===== src/rtl/lru_pkg.sv =====
// Shared event encoding for the LRU age tracker.
// Assumes a two-bit event code presented once per cycle.
package lru_pkg;
    typedef enum logic [1:0] {
        EV_NONE = 2'b00,
        EV_FILL = 2'b01,
        EV_HIT  = 2'b10,
        EV_REPL = 2'b11
    } lru_ev_e;
endpackage


===== src/rtl/lru_age_next.sv =====
// Next-state logic for the per-way ages and valid flags.
// Loads and ordered hits share one rule: the target way drops to age 0,
// and only valid ways younger than the target's old age move up by one.
// If the target way is invalid, every valid way moves up instead.
// Assumes the ages of the valid ways form a permutation of 0..count-1.
module lru_age_next #(
    parameter int NUM_WAYS = 4,
    localparam int WAY_W = $clog2(NUM_WAYS),
    localparam int AGE_W = WAY_W
) (
    input  logic [NUM_WAYS*AGE_W-1:0] age_q,
    input  logic [NUM_WAYS-1:0]       valid_q,
    input  logic [1:0]                ev_kind,
    input  logic [WAY_W-1:0]          ev_way,
    input  logic                      fifo_mode,
    output logic [NUM_WAYS*AGE_W-1:0] age_d,
    output logic [NUM_WAYS-1:0]       valid_d
);
    import lru_pkg::*;

    logic             is_load;
    logic             tgt_valid;
    logic [AGE_W-1:0] tgt_age;
    logic             apply_order;

    // Decode the event and fetch the target way's current state.
    always_comb begin
        is_load     = (ev_kind == EV_FILL) || (ev_kind == EV_REPL);
        tgt_valid   = valid_q[ev_way];
        tgt_age     = age_q[ev_way*AGE_W +: AGE_W];
        apply_order = is_load || ((ev_kind == EV_HIT) && tgt_valid && !fifo_mode);
    end

    for (genvar i = 0; i < NUM_WAYS; i++) begin : g_way
        logic [AGE_W-1:0] age_i;
        logic             is_tgt;
        logic             bump;
        assign age_i  = age_q[i*AGE_W +: AGE_W];
        assign is_tgt = (ev_way == WAY_W'(i));
        assign bump   = apply_order && valid_q[i] && !is_tgt &&
                        (!tgt_valid || (age_i < tgt_age));
        assign age_d[i*AGE_W +: AGE_W] = (apply_order && is_tgt) ? '0 :
                                         bump ? age_i + 1'b1 : age_i;
        assign valid_d[i] = valid_q[i] | (is_load & is_tgt);
    end
endmodule


===== src/rtl/lru_victim_pick.sv =====
// Chooses the way for the next miss.
// The lowest-numbered invalid way wins. With no invalid way, the way
// holding the largest age wins, and ties go to the lower index.
// Assumes the ages are meaningful only for valid ways.
module lru_victim_pick #(
    parameter int NUM_WAYS = 4,
    localparam int WAY_W = $clog2(NUM_WAYS),
    localparam int AGE_W = WAY_W
) (
    input  logic [NUM_WAYS*AGE_W-1:0] age_q,
    input  logic [NUM_WAYS-1:0]       valid_q,
    output logic [WAY_W-1:0]          victim_way,
    output logic                      victim_free
);
    logic [WAY_W-1:0] free_idx;
    logic [WAY_W-1:0] old_idx;

    // Scan for the lowest invalid way and for the oldest way.
    always_comb begin
        victim_free = 1'b0;
        free_idx    = '0;
        for (int i = NUM_WAYS - 1; i >= 0; i--) begin
            if (!valid_q[i]) begin
                victim_free = 1'b1;
                free_idx    = WAY_W'(i);
            end
        end
        old_idx = '0;
        for (int i = 1; i < NUM_WAYS; i++) begin
            if (age_q[i*AGE_W +: AGE_W] > age_q[old_idx*AGE_W +: AGE_W])
                old_idx = WAY_W'(i);
        end
        victim_way = victim_free ? free_idx : old_idx;
    end
endmodule


===== src/rtl/lru_age_tracker.sv =====
// Recency tracker for one set of NUM_WAYS ways, using one age counter per way.
// It accepts one event per cycle, holds the ages and valid flags, and
// offers the way to use on the next miss.
// Assumes a synchronous active-low reset and a controller that issues
// at most one event per cycle.
module lru_age_tracker #(
    parameter int NUM_WAYS = 4,
    localparam int WAY_W = $clog2(NUM_WAYS),
    localparam int AGE_W = WAY_W
) (
    input  logic                      clk,
    input  logic                      rst_n,
    input  logic                      fifo_mode,
    input  logic [1:0]                ev_kind,
    input  logic [WAY_W-1:0]          ev_way,
    output logic [NUM_WAYS*AGE_W-1:0] age_vec,
    output logic [NUM_WAYS-1:0]       valid_vec,
    output logic [WAY_W-1:0]          victim_way,
    output logic                      victim_free
);
    logic [NUM_WAYS*AGE_W-1:0] age_q, age_d;
    logic [NUM_WAYS-1:0]       valid_q, valid_d;

    lru_age_next #(.NUM_WAYS(NUM_WAYS)) u_next (
        .age_q     (age_q),
        .valid_q   (valid_q),
        .ev_kind   (ev_kind),
        .ev_way    (ev_way),
        .fifo_mode (fifo_mode),
        .age_d     (age_d),
        .valid_d   (valid_d)
    );

    lru_victim_pick #(.NUM_WAYS(NUM_WAYS)) u_pick (
        .age_q       (age_q),
        .valid_q     (valid_q),
        .victim_way  (victim_way),
        .victim_free (victim_free)
    );

    // Hold the ages and valid flags; reset empties the set.
    always_ff @(posedge clk) begin
        if (!rst_n) begin
            age_q   <= '0;
            valid_q <= '0;
        end else begin
            age_q   <= age_d;
            valid_q <= valid_d;
        end
    end

    assign age_vec   = age_q;
    assign valid_vec = valid_q;
endmodule


===== config.mk =====
export PLATFORM = sky130hd
export DESIGN_NAME = lru_age_tracker
export DESIGN_NICKNAME = d
export VERILOG_FILES = /design/src/rtl/lru_pkg.sv /design/src/rtl/lru_age_next.sv /design/src/rtl/lru_victim_pick.sv /design/src/rtl/lru_age_tracker.sv
export SDC_FILE = /design/constraint.sdc
export NUM_CORES = 1
export LEC_CHECK = 0
export BUFFER_PORTS_ARGS = -buffer_cell sky130_fd_sc_hd__buf_2
export CAP_MARGIN = 20
export CORE_MARGIN = 2
export CORE_UTILIZATION = 59
export DETAILED_ROUTE_END_ITERATION = 8
export GPL_ROUTABILITY_DRIVEN = 0
export PLACE_DENSITY = 0.89
export REMOVE_ABC_BUFFERS = 1
export SYNTH_ARGS = -nofsm -noshare
export SYNTH_HDL_FRONTEND = slang
export SYNTH_SLANG_ARGS = --single-unit

===== constraint.sdc =====
create_clock -name clk -period 7.4 [get_ports clk]
set_clock_uncertainty 0.2 [all_clocks]
set_input_delay 0.74 -clock clk [delete_from_list [all_inputs] [get_ports clk]]
set_output_delay 0.74 -clock clk [all_outputs]
set_load 0.03 [all_outputs]

Yosys cells after proc, flatten, opt, wreduce, memory -nomap -nowiden
Cells that the tools add are included.
- add/subtract/negate cells: 4
- order comparisons: 8
- shifts and indexed selects: 3
- bitwise operators: 9
- reduce and logical (&&, ||, !) cells: 35
- equality and inequality tests: 6
- mux-type cells: 14
- operators with widths (kind ; number):
    $logic_and 1x1->1 ; 18
    $shiftx 8x4->2 ; 2
    $mux 2 ; 7
    $add 2x1->2 const B ; 4
    $eq 2x2->1 const B ; 4
    $lt 2x2->1 ; 4
    $reduce_or 2->1 ; 4
    $shiftx 8x3->2 ; 1
    $gt 2x2->1 ; 3
    $logic_not 1->1 ; 6
    $logic_or 1x1->1 ; 6
    $mux 1 ; 6
    $and 1x1->1 ; 4
    $eq 2x1->1 const B ; 2
    $or 1x1->1 ; 4
    $lt 2x3->1 const B ; 1
    $bmux 1 s2 ; 1
    $logic_not 2->1 ; 1
    $not 1->1 ; 1
- input port bits: 7
- output and inout bits: 15
- flip-flop bits (word level): 12
- logic and storage cells: 84

Logic depth before layout (Yosys ltp)
Gate-level depths: netlist of the first run.
- word-level depth: 9
- mapped depth: 17
- depth with buffers taken out: 17

Cells and area by module
From an unflattened synthesis of the first run, not the netlist that was laid out.
- cells, all modules: 153
- area, all modules: 1203.7 µm²
- by module, submodules not included (module ; cells each ; area each (µm²) ; times used ; seq. area each (µm²)):
    lru_age_next ; 94 ; 610.6 ; 1 ; 0.0
    lru_age_tracker ; 25 ; 336.6 ; 1 ; 240.2
    lru_victim_pick ; 34 ; 256.5 ; 1 ; 0.0

Worst setup path after synthesis of the first run
OpenSTA, ideal clock, no wires.
- path type: register to output
- start: reg age_q[1], in the netlist age_vec[1]
- end: out victim_way[0]
- path slack: 2.973 ns
- path buffers: 0
- arrival: 3.487 ns
- required time: 6.460 ns
- cell stages (with the launch flop): 15
- cell sequence: dfxtp_1 inv_1 ha_1 o22ai_1 o21ai_0 ha_1 nand2_1 o21ai_1 mux2_2 ha_1 nand2_1 o21ai_0 nand2_1 o21ai_1 a21boi_0
- cells in the longest elaborated chain, start to end: 9
- RTL lines (item ; RTL line ; RTL):
    from (decl) ; lru_age_tracker.sv:21 ; logic [NUM_WAYS*AGE_W-1:0] age_q, age_d;
    from (signal assigned) ; lru_age_tracker.sv:47 ; age_q <= age_d;
    $gt 2x2->1 ; lru_victim_pick.sv:30 ; if (age_q[i*AGE_W +: AGE_W] > age_q[old_idx*AGE_W +: AGE_W])
    $mux 1 ; lru_victim_pick.sv:30 ;
    $shiftx 8x3->2 ; lru_victim_pick.sv:30 ;
    $gt 2x2->1 ; lru_victim_pick.sv:30 ;
    $mux 2 ; lru_victim_pick.sv:30 ;
    $shiftx 8x4->2 ; lru_victim_pick.sv:30 ;
    $gt 2x2->1 ; lru_victim_pick.sv:30 ;
    $mux 2 * ; lru_victim_pick.sv:30 ;
    $mux 2 * ; lru_victim_pick.sv:33 ; victim_way = victim_free ? free_idx : old_idx;
    to (decl) ; lru_age_tracker.sv:18 ; output logic [WAY_W-1:0] victim_way,
Mark *: on every way between the ends. The rest lies on a longest branch, timed or not.

Worst setup path after layout of the first run
Same ends and word-level chain as after synthesis.

==> results of run 1 <==
==> worst max-delay path: stages (launching register included) <==
cell and delay [ns]:
dfxtp_1 0.48, inv_1 0.11, ha_1 0.32, o22ai_1 0.32
nand2_1 0.08, o21ai_0 0.14, ha_1 0.21, nor2b_1 0.04
o21ai_1 0.31, mux2_2 0.39, ha_1 0.28, nand2_1 0.06
o21ai_0 0.11, nand2_1 0.10, o21ai_1 0.05, a21boi_0 0.17
buf_2 0.22
==> path summary, 6_finish.rpt <==
| path | from | end |
|---|---|---|
| min | age_vec[2] | age_vec[2] |
| max reg2reg | age_vec[5] | age_vec[0] |
| min reg2reg | age_vec[2] | age_vec[2] |
| max | age_vec[1] | victim_way[0] |
==> synth_stat cells (all sizes together), types with 2 or more instances <==
library cell	count
o21ai	16
nor2	7
o21a	3
or4	2
mux2i	3
ha	11
or3	2
o211ai	2
buf	7
xnor2	3
a21oi	17
mux2	3
or2b	2
dfxtp	12
o22ai	2
nand2	9
nor4b	2
mux4	2
a31oi	2
nand4	3
a21boi	3
nor2b	7
o221ai	3
inv	9
clkbuf	2
o31ai	3
==> final cells by class <==
type | count | area, µm²
fillers | 167 | 628
multi-input cells | 115 | 845
repair buffers | 21 | 105
clock buffers | 4 | 36.3
inverters | 9 | 33.8
well taps | 27 | 33.8
flip-flops and latches | 12 | 240
==> sequential cells by signal (all words and copies together) (netlist names) <==
signal,count
valid_vec,4
age_vec,8
==> routing by layer <==
metal	part of all wire (%)	global-route usage, %	up-vias
met5	0	0	-
met4	2.0	11.0	0
met3	5.3	6.79	7
met2	52	48.1	35
met1	41	30.9	567
li1	-	-	568
==> per-stage QoR <==
step	instance area (µm²)	setup slack [ns]	hold WS, ns	util [%]	instances
global route	1290	2.36	0.403	67.3	188
CTS	1290	2.82	0.354	67.3	188
finish	1290	2.79	0.363	67.3	188
floorplan	1120	2.95	0.446	-	136
detailed placement	1260	3.14	0.343	65.4	184
global placement	1260	3.34	0.324	65.4	184
==> power groups by stage <==
stage	Sequential (µW)	Combinational, µW	Clock (µW)
finish	70.3	36.4	54.4
global route	70.8	40.1	58.2
CTS	70.1	36.0	55.8
detailed placement	71.6	35.8	0
global placement	71.5	34.3	0
floorplan	73.9	20.9	0
==> cells by family after synthesis <==
group / after synthesis
AO/OA/AOI/OAI: 55
AND/OR/NAND/NOR: 37
buffers and inverters: 18
flip-flops: 12
adder cells (fa/ha/maj): 11
multiplexers: 8
XOR/XNOR: 4
==> impl_metrics.csv, run 1 <==
group,metric,value,unit
grt,track_usage,27.1,%
final_layout,num_antenna_cells,0,
sta,slew_headroom,66.2,%
yosys,synth-edff-count,0,
pwr,ir_drop,0.132,mV
sta,clock.fmax,0.217,GHz
floorplan,die_area,2360,µm²
sta,setup_tns,0,ns
sta,finalHoldViolCount,0,
clock_network,ctsHoldBuffers,0,
yosys,ys_ff_latch,12,
yosys,syn_inst,145,
grt,antenna_found_initial,0,
pwr,p_int,110,µW
setup_path,arrival,3.67,ns
floorplan,top_level_ports,22,
drt,wl,2.84,mm
yosys,synthTopCellsByArea,"dfxtp_1 20%, ha_1 12%, a21oi_1 7.3%, o21ai_0 6.0%, mux4_2 3.8%",
yosys,synth-simple-area-share,18.5,%
sta,finalSetupViolations,0,
yosys,synthAdderAreaFrac,11.7,%
clock_network,ctsResizeCount,0,
yosys,yosysUniqueCellTypes,39,
floorplan,start_util,61.0,%
floorplan,rows,16,
clock_network,cts_root_buffer,"clkbuf_4",
sta,tightestPinTransition,0.507,ns
pwr,p_sw,51.0,µW
pwr,powerDensity,125,nW/µm²
sta,rsz0062_at_grt,"no",
final_layout,final_nets,180,
setup_path,cp_max_fo,6,
grt,grt-ovfl-total,0,
drt,detail_route.first_pass.iterations,4,
yosys,synth.top_cell.area_share,20.5,%
floorplan,coreArea,1920,µm²
floorplan,die_w,48.6,µm
yosys,synth_top_family_by_area,"compound AO/OA/AOI/OAI gates",
yosys,syn_area_per_cell,8.09,µm²
final_layout,drive_gt1_share,21.1,%
final_layout,final_cell_mix,"21 x buf_2, 17 x a21oi_1, 14 x o21ai_0",
floorplan,die_y,48.6,µm
grt,grt_max_degree,20,
setup_path,required,6.46,ns
clock_network,cts_setup_buffers,0,
yosys,netlist_area,1170,µm²
drt,drc_errors,0,
grt,grt_pass1_wl,4.97,mm
setup_path,r2r.worst_path.cells,7,
drt,vias,1177,
pwr,p_total,161,µW
final_layout,final_common_cell,"buf_2",
setup_path,worstSetupEndpointType,"output port",
sta,slew_violations,0,
pwr,p_leak,0.000513,µW
yosys,async_reset_ff_share,0,%
yosys,synth_flop_cell,"dfxtp_1",
placement,io_buffers,21,
yosys,synthMuxAreaShare,10.4,%
clock_network,clk_pin_slew,0.08,ns
setup_path,critPathKind,"reg -> out",
drt,drtAntennaViolNets,0,
drt,viasPerCell,6.26,
setup_path,start_kind,"register",
placement,dp_hpwl,2.15,mm
clock_network,htreeDepth,1,
clock_network,cts_tree,"yes",
yosys,yosys_warnings,0,
drt,drtIter0Drc,41,
yosys,synth.largest_area_cell,"dfxtp_1",
drt,drt-wirelength-per-cell,15.1,µm
pwr,clkPwrFrac,33.8,%
clock_network,cts.sinks,12,
sta,period_share,62.4,%
pwr,pwr-share-seq,43.6,%
grt,grt_pass1_vias,1088,
sta,period_needed,4.61,ns
yosys,synth-xor-area-share,2.99,%
outcome,status,"complete, no violations",
yosys,synth_compound_area_share,28.5,%
clock_network,cts_inserted_buffers,3,
pwr,combPwrFrac,22.6,%
worst_hold_path,worst_hold_path_type,"reg -> reg",
clock_network,clk_latency,0.29,ns
worst_hold_path,holdPathStages,2,
clock_network,cts.path.max_buffers,2,
pwr,power_switching_share,31.6,%
run,max_cap_viol_count,0,
final_layout,areaGrowthSynthToFinish,10.4,%
yosys,seq_area_frac_synth,20.5,%
setup_path,reg2reg_setup_slack,4.99,ns
Note: power is estimated with default switching activity, not from simulation.
==> run 2, diff against run 1 <==
Settings changed: CORE_UTILIZATION 59 to 49, PLACE_DENSITY 0.89 to 0.8.
Clock period 7.4 ns to 4.1 ns, I/O delays scaled along.
==> run 2 against run 1 <==
  * Total power rose by 84%
  * Register-to-register slack got worse by 3.3 ns
  * Sequential power rose by 79%
  * Critical endpoint unchanged
  * Critical path type unchanged
  * Highest routed layer unchanged
  * Critical path depth rose by 2
  * Wire length rose by 0.67%
  * Worst setup slack got worse by 2.5 ns
  * Largest power group unchanged
  * Non-clock buffer count rose by 2
  * Clock-buffer cell count did not move
==> impl_metrics.csv, run 2 (synthesis gave the netlist of run 1 again) <==
group,metric,value,unit
worst_hold_path,worst_hold_path_type,"in -> reg",
sta,finalSetupViolations,0,
final_layout,num_antenna_cells,0,
final_layout,final_cell_mix,"20 x buf_2, 17 x a21oi_1, 11 x o21ai_0",
setup_path,startpoint,"age_vec[2]",
clock_network,clk_pin_slew,0.09,ns
final_layout,final_nets,182,
grt,antenna_found_initial,0,
outcome,status,"complete, no violations",
clock_network,htreeDepth,1,
drt,drtIter0Drc,37,
pwr,p_leak,0.000530,µW
floorplan,die_y,52.9,µm
floorplan,die_w,52.9,µm
setup_path,critPathKind,"reg -> out",
drt,detail_route.first_pass.iterations,4,
clock_network,cts_inserted_buffers,3,
setup_path,timing.rr.start,"age_vec[5]",
grt,grt_pass1_vias,1044,
placement,io_buffers,21,
drt,drt-wirelength-per-cell,15.0,µm
run,max_cap_viol_count,0,
setup_path,cp_cell_sequence,"inv_1 -> ha_1 -> inv_1 -> o22ai_4 -> nand2_1 -> o21ai_1 -> ha_1 -> nor2b_1 -> o21ai_2 -> o211ai_1 -> o21ai_1 -> ha_1 -> nor2b_1 -> o21ai_1 -> nand2_1 -> o21ai_1 -> a21boi_0 -> buf_4",
pwr,ir_drop,0.201,mV
clock_network,cts_root_buffer,"clkbuf_4",
setup_path,slowest_stage,"dfxtp_2",
final_layout,drive_gt1_share,26.4,%
setup_path,required,3.49,ns
sta,setup_tns,0,ns
sta,slew_headroom,64.6,%
clock_network,cts_tree,"yes",
floorplan,start_util,52.5,%
drt,drc_errors,0,
worst_hold_path,hp-start,"rst_n",
grt,grt_max_degree,20,
floorplan,rows,17,
sta,slew_violations,0,
sta,tightestPinTransition,0.531,ns
final_layout,final_common_cell,"buf_2",
setup_path,arrival,3.23,ns
sta,period_needed,3.84,ns
grt,grt-ovfl-total,0,
setup_path,worstSetupEndpointType,"output port",
sta,period_share,93.7,%
drt,drtAntennaViolNets,0,
clock_network,clk_latency,0.28,ns
final_layout,areaGrowthSynthToFinish,15.3,%
floorplan,coreArea,2230,µm²
sta,clock.fmax,0.260,GHz
clock_network,cts.path.max_buffers,2,
drt,vias,1190,
grt,grt_pass1_wl,4.68,mm
floorplan,die_area,2800,µm²
clock_network,cts.sinks,12,
final_layout,utilization,60.5,%
final_layout,num-fill-cells,191,
drt,viasPerCell,6.23,
drt,wl,2.86,mm
setup_path,cp_max_fo,7,
pwr,powerDensity,220,nW/µm²
floorplan,top_level_ports,22,
sta,finalHoldViolCount,0,
setup_path,start_kind,"register",
setup_path,cpMostUsedCell,"o21ai_1",
setup_path,critPathMaxStageDelay,0.38,ns
placement,dp_hpwl,2.13,mm
grt,track_usage,22.8,%
final_layout,largest_reg_flops,8,
## run 2: cell count changes in the layout (fill, tap and decap cells not counted), moves of 2 or more
cell	previous run	this run
dfxtp_2	0	2
o21ai_0	14	11
dfxtp_1	12	9
o21ai_1	2	4
buf_4	0	3
## run 2: metrics by stage
stage               total power (µW)  setup WS [ns]  cells  cell area (µm²)  hold slack (ns)
global route                     311        -0.0318    191             1350            0.228
floorplan                        171        -0.0229    136             1120            0.328
finish                           297          0.260    191             1350            0.219
CTS                              293         0.0513    190             1310            0.222
global placement                 192          0.395    186             1270            0.327
detailed placement               194          0.182    186             1270            0.351
## run 2: report_power, final
group	internal, µW	total (µW)	switching (µW)
sequential	119	126	6.82
clock	54.0	102	48.0
combinational	27.1	69.1	42.0
## run 2: cell type report
cell class,instances,area (µm²),share of cell area [%]
flip-flops and latches,12,246,18.2
multi-input cells,115,877,64.9
clock buffers,4,36.3,2.69
well taps,28,35.0,2.59
inverters,9,33.8,2.50
repair buffers,23,123,9.07
## run 2: timing repair
action	in CTS	in global routing
pin swaps	0	4
gates resized for setup	3	10
endpoints found under the setup margin	1	2
hold buffers	0	0
setup buffers	0	1
## run 2: worst max-delay path, delay by kind of cell (launching register included)
family / cells / cell delay, ns
AOI/OAI and AO/OA: 8 / 1.18
adders and majority gates: 3 / 0.70
buffers and inverters: 3 / 0.34
DFF: 1 / 0.38
and+or+nand+nor: 4 / 0.34
## run 2: layer usage
metal / GRT usage, % / vias to the layer above / share of wire, %
li1: - / 576 / -
met1: 29.0 / 550 / 40
met2: 37.9 / 56 / 51
met3: 4.80 / 8 / 7.5
met4: 7.69 / 0 / 1.7
met5: 0 / - / 0
## run 2: path summary, 6_finish.rpt
check                                     end  slack, ns  cells after the start
worst max-delay path            victim_way[0]       0.26                     18
worst min-delay path             valid_vec[1]       0.22                      2
worst max register to register     age_vec[4]       1.72                      7
worst min register to register     age_vec[2]       0.33                      2
==> run 3, diff against run 2 <==
--- a/config.mk
+++ b/config.mk
@@ -12,4 +12,5 @@
 export DETAILED_ROUTE_END_ITERATION = 8
 export GPL_ROUTABILITY_DRIVEN = 0
+export MAX_ROUTING_LAYER = met4
 export PLACE_DENSITY = 0.8
 export REMOVE_ABC_BUFFERS = 1
==> constraint.sdc (replaced) <==
create_clock -name clk -period 4.1 [get_ports clk]
set_clock_uncertainty 0.2 [all_clocks]
set_input_delay 0.82 -clock clk [delete_from_list [all_inputs] [get_ports clk]]
set_output_delay 0.82 -clock clk [all_outputs]
set_load 0.03 [all_outputs]
==> run 3 against run 2 <==
  * Core utilization up 6.3 points
  * Global-route usage up 3.6 points
  * Via count up 8.1%
  * Largest power group unchanged
  * Sequential share of layout area down 1.9 points
  * Total power up 4.6%
  * The run now ends with setup timing left
==> impl_metrics.csv, run 3 (synthesis gave the netlist of run 1 again) <==
group,metric,value,unit
outcome,status,"complete, but fails checks",
outcome,violations,"setup timing",
placement,io_buffers,21,
setup_path,required,3.08,ns
clock_network,htreeDepth,1,
grt,grt-ovfl-total,0,
setup_path,crit_buf_inv,3,
sta,hold_slack,0.384,ns
final_layout,stdcell_area,1490,µm²
clock_network,cts_tree,"yes",
clock_network,cts_root_buffer,"clkbuf_4",
setup_path,slowest_stage,"dfxtp_2",
grt,antenna_found_initial,0,
final_layout,num_antenna_cells,0,
drt,viasPerCell,6.43,
setup_path,start_kind,"register",
final_layout,drive_gt1_share,38.4,%
final_layout,final_nets,191,
final_layout,final_common_cell,"buf_2",
setup_path,arrival,3.22,ns
floorplan,die_y,52.9,µm
drt,wl,3.49,mm
setup_path,cp-endpoint,"victim_way[0]",
setup_path,reg2reg_setup_slack,1.62,ns
drt,drtAntennaViolNets,0,
drt,drt-wirelength-per-cell,17.4,µm
clock_network,cts.path.max_buffers,2,
grt,grt_max_degree,20,
pwr,powerDensity,208,nW/µm²
setup_path,cp_top_family,"compound AO/OA/AOI/OAI gates",
clock_network,cts_inserted_buffers,3,
clock_network,cts.sinks,12,
placement,postPlaceCellArea,1290,µm²
grt,grt_pass1_wl,5.28,mm
grt,track_usage,26.4,%
floorplan,top_level_ports,22,
setup_path,r2r.worst_path.cells,8,
sta,tightestPinTransition,0.583,ns
floorplan,die_w,52.9,µm
floorplan,coreArea,2230,µm²
setup_path,worstSetupEndpointType,"output port",
floorplan,rows,17,
floorplan,die_area,2800,µm²
grt,grt_pass1_vias,1148,
setup_path,timing.rr.start,"age_vec[1]",
drt,drc_errors,0,
setup_path,startpoint,"age_vec[3]",
drt,detail_route.first_pass.iterations,5,
clock_network,clk_latency,0.29,ns
sta,slew_headroom,61.1,%
sta,finalHoldViolCount,0,
sta,period_needed,4.24,ns
setup_path,critPathMaxStageDelay,0.35,ns
worst_hold_path,worst_hold_path_type,"reg -> reg",
sta,period_share,103,%
drt,drtIter0Drc,52,
setup_path,critPathKind,"reg -> out",
placement,dp_hpwl,2.23,mm
final_layout,largest_reg_flops,8,
sta,slew_violations,0,
sta,clock.fmax,0.236,GHz
clock_network,ctsHoldBuffers,0,
pwr,p_leak,0.000593,µW
sta,rsz0062_at_grt,"yes",
setup_path,cp_max_fo,5,
final_layout,areaGrowthSynthToFinish,27.3,%
sta,setup_ws,-0.139,ns
drt,vias,1286,
pwr,ir_drop,0.205,mV
setup_path,cp.depth,18,
sta,setup_tns,-0.151,ns
floorplan,start_util,52.5,%
sta,finalSetupViolations,2,
setup_path,r2r_end,"age_vec[4]",
final_layout,finalNonFillerCells,200,
placement,dp.cells,189,
final_layout,final_cell_mix,"19 x buf_2, 17 x a21oi_1, 12 x buf_4",
run,max_cap_viol_count,0,
clock_network,clk_pin_slew,0.09,ns
setup_path,cp_cell_sequence,"inv_2 -> ha_4 -> nor2_2 -> o22ai_4 -> o21ai_2 -> ha_4 -> nand2_2 -> o21ai_4 -> o211ai_1 -> o21ai_1 -> ha_1 -> buf_4 -> nand2_2 -> o21ai_2 -> nand2_1 -> o21ai_1 -> a21boi_1 -> buf_4",
## run 3: power breakdown
group          internal [µW]  leakage, µW  switching [µW]
logic                   34.5     0.000474            48.1
clock network           54.0    0.0000210            47.3
registers                120    0.0000989            7.13
## run 3: worst min path at each step
stage	end	from	slack [ns]	depth (start not counted)
final	age_vec[6]	age_vec[6]	0.38	2
after global routing	age_vec[6]	age_vec[6]	0.41	2
after CTS	age_vec[6]	age_vec[6]	0.39	2
after detailed placement	age_vec[6]	age_vec[6]	0.38	2
after global placement	age_vec[6]	age_vec[6]	0.34	2
after floorplan	age_vec[4]	age_vec[4]	0.45	2
## run 3: routing by layer
layer  global-route usage [%]  up-vias  wire [µm]
met4                     11.1        0        111
met1                     33.3      617       1400
met2                     41.3       66       1690
li1                         -      590          -
met5                        -        -          0
met3                     5.37       13        285
## run 3: worst reg2reg max path, cell delays in order, from the launching register on
cell and delay (ns):
dfxtp_2 0.34, buf_4 0.15, mux4_2 0.44, inv_1 0.17
ha_1 0.28, a21oi_1 0.15, a21oi_1 0.10, or4_1 0.40
a21oi_1 0.16
## run 3: layout make-up
class                      count  area (µm²)
clock buffer                   4        36.3
fill                         178         741
inverter                       9        33.8
tap                           28        35.0
timing repair buffer          32         193
sequential                    12         244
multi-input combinational    115         951
## run 3: stage by stage
step	power [µW]	utilization (%)	setup slack, ns
global placement	192	57.7	0.141
CTS	302	63.6	0.0120
finish	311	66.8	-0.139
floorplan	171	-	-0.433
detailed placement	195	57.7	-0.0916
global route	323	66.8	-0.228
## run 3: repair_timing
action | CTS | global route
setup endpoints to repair | 2 | 2
pin swaps | 11 | 8
gates resized for setup | 23 | 8
setup buffers | 3 | 4
